--- src/rtl/rom_overlay_pkg.sv ---
package rom_overlay_pkg;
  localparam logic [31:0] FETCH_WORD = 32'hE59FF000;
  typedef enum logic [2:0] {
    CFG_CTRL  = 3'd0,
    CFG_VALUE = 3'd1,
    CFG_BOOT0 = 3'd4
  } cfg_sel_e;
  typedef struct packed {
    logic data_ov;
    logic fetch_ov;
  } boot_bits_t;
endpackage

--- src/rtl/rom_overlay_cfg.sv ---
module rom_overlay_cfg
  import rom_overlay_pkg::*;
#(
  parameter int DATA_W    = 32,
  parameter int NUM_CORES = 4,
  parameter int CFG_AW    = 3
) (
  input  logic                   clk,
  input  logic                   rst_n,
  input  logic                   cfg_we,
  input  logic [CFG_AW-1:0]      cfg_addr,
  input  logic [DATA_W-1:0]      cfg_wdata,
  output logic [DATA_W-1:0]      cfg_rdata,
  output logic                   glb_en,
  output logic [DATA_W-1:0]      ov_value,
  output boot_bits_t             boot [NUM_CORES]
);
  localparam int BOOT_BASE = int'(CFG_BOOT0);

  logic              en_q, en_d;
  logic [DATA_W-1:0] val_q, val_d;
  boot_bits_t        boot_q [NUM_CORES];
  logic [DATA_W-1:0] boot_rd [NUM_CORES];

  always_comb begin
    en_d  = en_q;
    val_d = val_q;
    if (cfg_we && cfg_addr == CFG_AW'(CFG_CTRL))  en_d  = cfg_wdata[0];
    if (cfg_we && cfg_addr == CFG_AW'(CFG_VALUE)) val_d = cfg_wdata;
  end

  always_ff @(posedge clk or negedge rst_n) begin
    if (!rst_n) begin
      en_q  <= 1'b0;
      val_q <= '0;
    end else begin
      en_q  <= en_d;
      val_q <= val_d;
    end
  end

  for (genvar c = 0; c < NUM_CORES; c++) begin : g_core
    logic       sel;
    boot_bits_t nxt;
    assign sel = (cfg_addr == CFG_AW'(BOOT_BASE + c));
    always_comb begin
      nxt = boot_q[c];
      if (cfg_we && sel) nxt = '{data_ov: cfg_wdata[1], fetch_ov: cfg_wdata[0]};
    end
    always_ff @(posedge clk or negedge rst_n) begin
      if (!rst_n) boot_q[c] <= '0;
      else        boot_q[c] <= nxt;
    end
    assign boot_rd[c] = sel ? {{(DATA_W-2){1'b0}}, boot_q[c].data_ov, boot_q[c].fetch_ov}
                            : '0;
    assign boot[c] = boot_q[c];
  end

  always_comb begin
    cfg_rdata = '0;
    if (cfg_addr == CFG_AW'(CFG_CTRL))  cfg_rdata = {{(DATA_W-1){1'b0}}, en_q};
    if (cfg_addr == CFG_AW'(CFG_VALUE)) cfg_rdata = val_q;
    for (int c = 0; c < NUM_CORES; c++) cfg_rdata = cfg_rdata | boot_rd[c];
  end

  assign glb_en   = en_q;
  assign ov_value = val_q;
endmodule

--- src/rtl/rom_overlay_win.sv ---
module rom_overlay_win #(
  parameter int                       ADDR_W    = 32,
  parameter int                       NUM_WIN   = 2,
  parameter int                       WIN_BITS  = 12,
  parameter logic [NUM_WIN*ADDR_W-1:0] WIN_BASES = {32'h0001_0000, 32'hFFFF_0000}
) (
  input  logic [ADDR_W-1:0] addr,
  output logic              hit
);
  localparam int TAG_W = ADDR_W - WIN_BITS;
  logic [NUM_WIN-1:0] match;

  for (genvar w = 0; w < NUM_WIN; w++) begin : g_win
    localparam logic [ADDR_W-1:0] BASE = WIN_BASES[w*ADDR_W +: ADDR_W];
    assign match[w] = (addr[ADDR_W-1 -: TAG_W] == BASE[ADDR_W-1 -: TAG_W]);
  end

  assign hit = |match;
endmodule

--- src/rtl/rom_overlay.sv ---
module rom_overlay
  import rom_overlay_pkg::*;
#(
  parameter int ADDR_W    = 32,
  parameter int DATA_W    = 32,
  parameter int NUM_CORES = 4,
  parameter int CFG_AW    = 3,
  localparam int CORE_W   = (NUM_CORES > 1) ? $clog2(NUM_CORES) : 1
) (
  input  logic              clk,
  input  logic              rst_n,
  input  logic              cfg_we,
  input  logic [CFG_AW-1:0] cfg_addr,
  input  logic [DATA_W-1:0] cfg_wdata,
  output logic [DATA_W-1:0] cfg_rdata,
  input  logic              req_valid,
  input  logic [ADDR_W-1:0] req_addr,
  input  logic              req_is_fetch,
  input  logic [CORE_W-1:0] req_core,
  input  logic [DATA_W-1:0] rom_rdata,
  output logic              rsp_valid,
  output logic [DATA_W-1:0] rsp_data
);
  logic              glb_en;
  logic [DATA_W-1:0] ov_value;
  boot_bits_t        boot [NUM_CORES];
  boot_bits_t        cur;
  logic              win_hit;
  logic              use_val, use_fetch;
  logic              vld_d;
  logic [DATA_W-1:0] data_d;

  rom_overlay_cfg #(.DATA_W(DATA_W), .NUM_CORES(NUM_CORES), .CFG_AW(CFG_AW)) u_cfg (
    .clk, .rst_n, .cfg_we, .cfg_addr, .cfg_wdata, .cfg_rdata,
    .glb_en, .ov_value, .boot
  );

  rom_overlay_win #(.ADDR_W(ADDR_W)) u_win (.addr(req_addr), .hit(win_hit));

  assign cur       = boot[req_core];
  assign use_val   = glb_en && win_hit && !req_is_fetch && cur.data_ov;
  assign use_fetch = glb_en && win_hit &&  req_is_fetch && cur.fetch_ov;

  always_comb begin
    vld_d  = req_valid;
    data_d = rsp_data;
    if (req_valid) begin
      if (use_val)        data_d = ov_value;
      else if (use_fetch) data_d = DATA_W'(FETCH_WORD);
      else                data_d = rom_rdata;
    end
  end

  always_ff @(posedge clk or negedge rst_n) begin
    if (!rst_n) begin
      rsp_valid <= 1'b0;
      rsp_data  <= '0;
    end else begin
      rsp_valid <= vld_d;
      rsp_data  <= data_d;
    end
  end
endmodule

--- config.mk ---
export PLATFORM = sky130hd
export DESIGN_NAME = rom_overlay
export DESIGN_NICKNAME = d
export VERILOG_FILES = /design/src/rtl/rom_overlay_pkg.sv /design/src/rtl/rom_overlay_cfg.sv /design/src/rtl/rom_overlay_win.sv /design/src/rtl/rom_overlay.sv
export SDC_FILE = /design/constraint.sdc
export NUM_CORES = 1
export LEC_CHECK = 0
export ABC_AREA = 1
export BUFFER_PORTS_ARGS = -buffer_cell sky130_fd_sc_hd__buf_2
export CAP_MARGIN = 25
export CELL_PAD_IN_SITES_DETAIL_PLACEMENT = 1
export CELL_PAD_IN_SITES_GLOBAL_PLACEMENT = 2
export CORE_ASPECT_RATIO = 0.7
export CORE_UTILIZATION = 25
export DETAILED_ROUTE_END_ITERATION = 10
export PLACE_DENSITY_LB_ADDON = 0.1
export SLEW_MARGIN = 25
export SYNTH_ARGS = -nofsm -noshare
export SYNTH_HDL_FRONTEND = slang
export SYNTH_SLANG_ARGS = --single-unit
--- constraint.sdc ---
create_clock -name clk -period 2 [get_ports clk]
set_input_delay 0.4 -clock clk [delete_from_list [all_inputs] [get_ports clk]]
set_output_delay 0.4 -clock clk [all_outputs]
set_load 0.005 [all_outputs]
==> out/qor.csv, run 1 <==
metric,value,unit
status,"finished, violations left",
failed_checks,design-rule violations,
power_density,780,mW/mm²
tightest_slew,428,ps
avgViaCountPerCell,4.35,
setup_violations,0,
reg2regPathDepth,8,
ys_seq_elements,74,
pin_count,171,
die_area,0.0163,mm²
core,0.0150,mm²
grt_overflow,0,
arrival,1500,ps
synth_compound_area_share,6.64,%
yosysUniqueCellTypes,25,
hold_path_startpoint,req_valid,
hold_depth,1,
synth_top_family_by_area,simple AND/OR/NAND/NOR gates,
ys_top_cells_by_area,"dfrtp_1 (47%), nand2_1 (16%), nor2_1 (12%)",
gp_congestion,0.772,
synth_nets,654,
hold_path_end,rsp_valid,
cp_max_fo,12,
fin_nets,810,
drive_gt1_share,29.9,%
slew-limit-headroom,71.4,%
clock_latency,330,ps
cts_root_buf,clkbuf_16,
grt_pass1_wl,21.2,mm
ant_nets,0,
worstSetupPathType,in2out,
drv_cap,0,
ctsHoldBuffers,1,
final_hold_viol_count,0,
grt_pass1_vias,4071,
crit_path_end_kind,primary output,
rsz0062_at_grt,no,
synth_ff_type,dfrtp_1,
area_growth,33.5,%
syn_avg_cell_area,7.19,µm²
cellLeakagePower,3.00,nW
wire_per_inst,14.3,µm
critPathSlowestCell,buf_4,
first_iter_violations,129,
synth-xor-area-share,0,%
swShare,28.2,%
synth_most_common_cell,nand2_1,
gr-usage-all-layers,16.8,%
max_freq,528,MHz
start_kind,primary input,
hpwl,9.46,mm
cts_max_level,3,
slowest_delay,260,ps
vias,3937,
clock_power_share,38.2,%
syn_area,0.00394,mm²
rows,37,
required,1600,ps
hp-class,in2reg,
first_pass_iters,7,
fin_crit_sh,94.8,%
synth_edf_count,0,
grt_max_degree,65,
slew_violations,0,
power.switching,1.16,mW
cellInternalPower,2.95,mW
cts_setup_buffers,0,
yosysTopAreaCell,dfrtp_1,
ctsResizeCount,0,
synthAdderAreaFrac,0,%
yosysWarnings,0,
die_width,152,µm
synth_top_area_share,47.0,%
fp.dieH,107,µm
hold_ws,215,ps
antenna_found_initial,2,
clkTransAtPathRegs,60,ps
p_comb_share,16.9,%
finClkSkew,9.77,ps
cts_sinks,74,
syn_inst,548,
setup_tns,0,ps
drc,44,
cts_tree,done,
ir_worst_vdd,320,µV
start_util,26.2,%
synth_common_cells,"nand2_1 (171), nor2_1 (128), dfrtp_1 (74)",
r2r_end,rsp_data[26],
period_needed,1900,ps
routed_wl,12.9,mm
crit_chain,buf_2 > inv_1 > nor2_1 > nand2_1 > buf_4 > nor2_1 > buf_2,
ys_async_sr_fraction,100,%
r2r-start,u_cfg.boot[4],
ys_seq_area_share,47.0,%
cts_made_buffers,9,
io_buffer_count,158,
ff2ff_setup_slack,330,ps
synthMuxAreaShare,0,%
yosys.area_share.simple,37.9,%
cts.path.max_buffers,2,
seqPwrFrac,44.9,%
## critical path, delay by kind of cell
kind,cells,cell delay [ps]
buffers and inverters,4,590
and+or+nand+nor,3,500
## through the flow
stage	util [%]	power (mW)	cell area, µm²	instances	setup WS, ps
2_1_floorplan	-	2.21	3940	548	496
3_3_place_gp	32.9	2.55	4960	887	100
3_5_place_dp	32.9	2.58	4960	887	108
4_1_cts	34.9	4.18	5260	904	105
5_1_grt	34.9	4.36	5260	904	30.6
6_report	35.0	4.10	5260	905	105
## power groups by stage
| stage | combinational [mW] | sequential, mW | clock [mW] |
|---|---|---|---|
| final | 0.695 | 1.84 | 1.57 |
| after global routing | 0.808 | 1.87 | 1.68 |
| after CTS | 0.715 | 1.84 | 1.62 |
| after detailed placement | 0.710 | 1.87 | 0 |
| after global placement | 0.690 | 1.86 | 0 |
| after floorplan | 0.361 | 1.85 | 0 |
## area by class of cell
type                            count  area (µm²)
Tap cell                          195         244
Fill cell                        1940        9790
Clock buffer                       12         267
Clock inverter                      4        25.0
Sequential cell                    74        1850
Antenna cell                        1        2.50
Timing Repair Buffer              168         921
Inverter                           52         195
Multi-Input combinational cell    399        1750
## layout by cell type, fill, tap and decap left out, drive strengths merged
cell and instances:
a21oi 34, clkinvlp 2, clkinv 2, dfrtp 74, nor2 143, nor3 2
inv 52, clkbuf 12, o211ai 1, o2111ai 1, nand3b 15, o22ai 2
nand3 12, diode 1, o21ai 11, nand4 5, buf 167, dlygate4sd3 1
nand2 173
## metal layers
metal	share of wire, %	global-route usage [%]	up-vias	wire [µm]
li1	-	-	1996	-
met1	49	22.4	1842	6330
met2	45	27.2	88	5760
met3	5.4	4.28	9	693
met4	0.79	3.72	2	102
met5	0.10	0	-	13
## logic make-up (layout without fill, tap and decap cells)
group / after synthesis / count (layout)
AND/OR/NAND/NOR: 350 / 350
buffers and inverters: 75 / 236
flip-flops: 74 / 74
AO/OA/AOI/OAI: 49 / 49
other: 0 / 1
## state kept, by name, indices dropped and copies added (netlist names)
signal / cells
rsp_data: 32
rsp_valid: 1
u_cfg.boot: 8
u_cfg.glb_en: 1
u_cfg.ov_value: 32
## how the worst max path moves through the flow
stage	slack [ps]	to	cells after the start	startpoint
finish	100	cfg_rdata[27]	7	cfg_addr[0]
floorplan	500	rsp_data[17]	10	req_addr[15]
detailed placement	110	cfg_rdata[27]	7	cfg_addr[0]
global route	30	cfg_rdata[27]	7	cfg_addr[0]
global placement	100	cfg_rdata[27]	7	cfg_addr[0]
CTS	110	cfg_rdata[27]	7	cfg_addr[0]
Power figures use the tool's default switching activity.
==> run 2: changes to the inputs <==
--- a/config.mk
+++ b/config.mk
@@ -13,7 +13,7 @@
 export CORE_ASPECT_RATIO = 0.7
 export CORE_UTILIZATION = 25
 export DETAILED_ROUTE_END_ITERATION = 10
-export PLACE_DENSITY_LB_ADDON = 0.1
+export PLACE_DENSITY = 0.89
 export SLEW_MARGIN = 25
 export SYNTH_ARGS = -nofsm -noshare
 export SYNTH_HDL_FRONTEND = slang
==> run 2 against run 1 <==
Effect of this change: global-route usage down 0.41 points; critical path type unchanged; cell count up 0.22%; the flow still finishes with violations (design-rule violations); count of clock-buffer cells in the layout down 2; final area up 0.93%.
==> out/qor.csv, run 2 (synthesis results as in run 1) <==
metric,value,unit
r2r-start,u_cfg.boot[0],
arrival,1470,ps
cts_made_buffers,9,
fin_nets,813,
antenna_found_initial,0,
gr-usage-all-layers,16.4,%
reg2regPathDepth,8,
core,0.0150,mm²
grt_max_degree,65,
n_antenna_cell,0,
die_area,0.0163,mm²
mostFrequentLayoutCells,"nand2_1 (171), buf_2 (157), nor2_1 (128)",
hold_ws,201,ps
status,"finished, violations left",
fin_crit_sh,93.3,%
vias,3985,
dpl_cell_area,0.00498,mm²
wire_per_inst,14.1,µm
route.met2.wl,6.15,mm
post-route-cell-area,0.00531,mm²
r2r_end,rsp_data[13],
start_kind,primary input,
slew_violations,0,
cts_sinks,74,
final.fill_count,1903,
first_iter_violations,161,
fp.dieH,107,µm
max_freq,536,MHz
drv_cap,0,
finClkSkew,4.85,ps
cts_setup_buffers,0,
cts.path.max_buffers,2,
tightest_slew,417,ps
hold_path_end,rsp_valid,
setup_tns,0,ps
gp_congestion,0.855,
required,1600,ps
routed_wl,12.7,mm
hpwl,9.91,mm
power.total,4.29,mW
die_width,152,µm
cts_tree,done,
hold_depth,1,
grt_pass1_wl,21.2,mm
final_hold_viol_count,0,
period_needed,1870,ps
area_growth,34.8,%
wl_met3,490,µm
power_density,808,mW/mm²
start_util,26.2,%
io_buffer_count,158,
grt_pass1_vias,4226,
hold_path_startpoint,req_valid,
final_common_cell,nand2_1,
cts_max_level,3,
clock_latency,330,ps
worstSetupPathType,in2out,
pin_count,171,
drive_gt1_share,30.1,%
rows,37,
avgViaCountPerCell,4.39,
crit_path_end_kind,primary output,
first_pass_iters,7,
ant_nets,0,
clkTransAtPathRegs,60,ps
grt_overflow,0,
cp_max_fo,25,
ff2ff_setup_slack,330,ps
rsz0062_at_grt,no,
ir_worst_vdd,375,µV
cts_root_buf,clkbuf_16,
cellLeakagePower,3.02,nW
highest-signal-layer,met4,
hp-class,in2reg,
failed_checks,design-rule violations,
setup_violations,0,
slew-limit-headroom,72.1,%
drt-met1-wl,5.96,mm
drc,22,
[run 2: changes by cell type in the layout (fill, tap and decap cells not counted), moves of 2 or more]
cell,change
buf_4,+3
clkbuf_8,-3
bufinv_16,+2
clkinv_2,-2
[run 2: worst max-delay path by stage]
stage / from / end / slack, ps / depth (start not counted)
final: cfg_addr[0] / cfg_rdata[8] / 130 / 7
after global placement: cfg_addr[0] / cfg_rdata[8] / 180 / 7
after CTS: cfg_addr[0] / cfg_rdata[8] / 140 / 7
after global routing: cfg_addr[0] / cfg_rdata[8] / 20 / 7
after floorplan: req_addr[15] / rsp_data[17] / 500 / 10
after detailed placement: req_core[0] / rsp_data[13] / 140 / 9
[run 2: repair_timing]
action / in CTS / in global routing
endpoints found under the hold margin: 7 / 0
gates resized for setup: 0 / 0
setup endpoints to repair: 0 / 0
hold buffers: 1 / 0
[run 2: layout make-up]
type                    instances  area, µm²  share of cell area, %
clock buffers                  10        229                   4.31
clock inverters                 6       91.3                   1.72
inverters                      52        195                   3.68
multi-input cells             399       1750                   33.0
flip-flops and latches         74       1850                   34.9
well taps                     195        244                   4.60
repair buffers                171        943                   17.8
[run 2: power by group]
group          internal, mW  switching, mW  total, mW
Combinational         0.297          0.401      0.698
Sequential             1.71          0.141       1.85
Clock                  1.09          0.644       1.74
Total                  3.10           1.19       4.29
[run 2: critical path, stage by stage]
cell	delay, ps
buf_2	140
inv_1	70
nor2_1	160
nand2_1	190
buf_12	220
nor2_1	130
buf_2	130
[run 2: stage by stage]
stage	std cells	setup slack [ps]	util, %
floorplan	548	496	-
global placement	890	178	33.1
detailed placement	890	137	33.1
CTS	907	143	35.3
global route	907	21.8	35.3
finish	907	134	35.3
[run 2: routing by layer]
| metal | vias to the layer above | global-route usage, % |
|---|---|---|
| met3 | 14 | 3.40 |
| li1 | 1991 | - |
| met1 | 1894 | 21.0 |
| met4 | 0 | 3.94 |
| met2 | 86 | 28.2 |
| met5 | - | 0 |
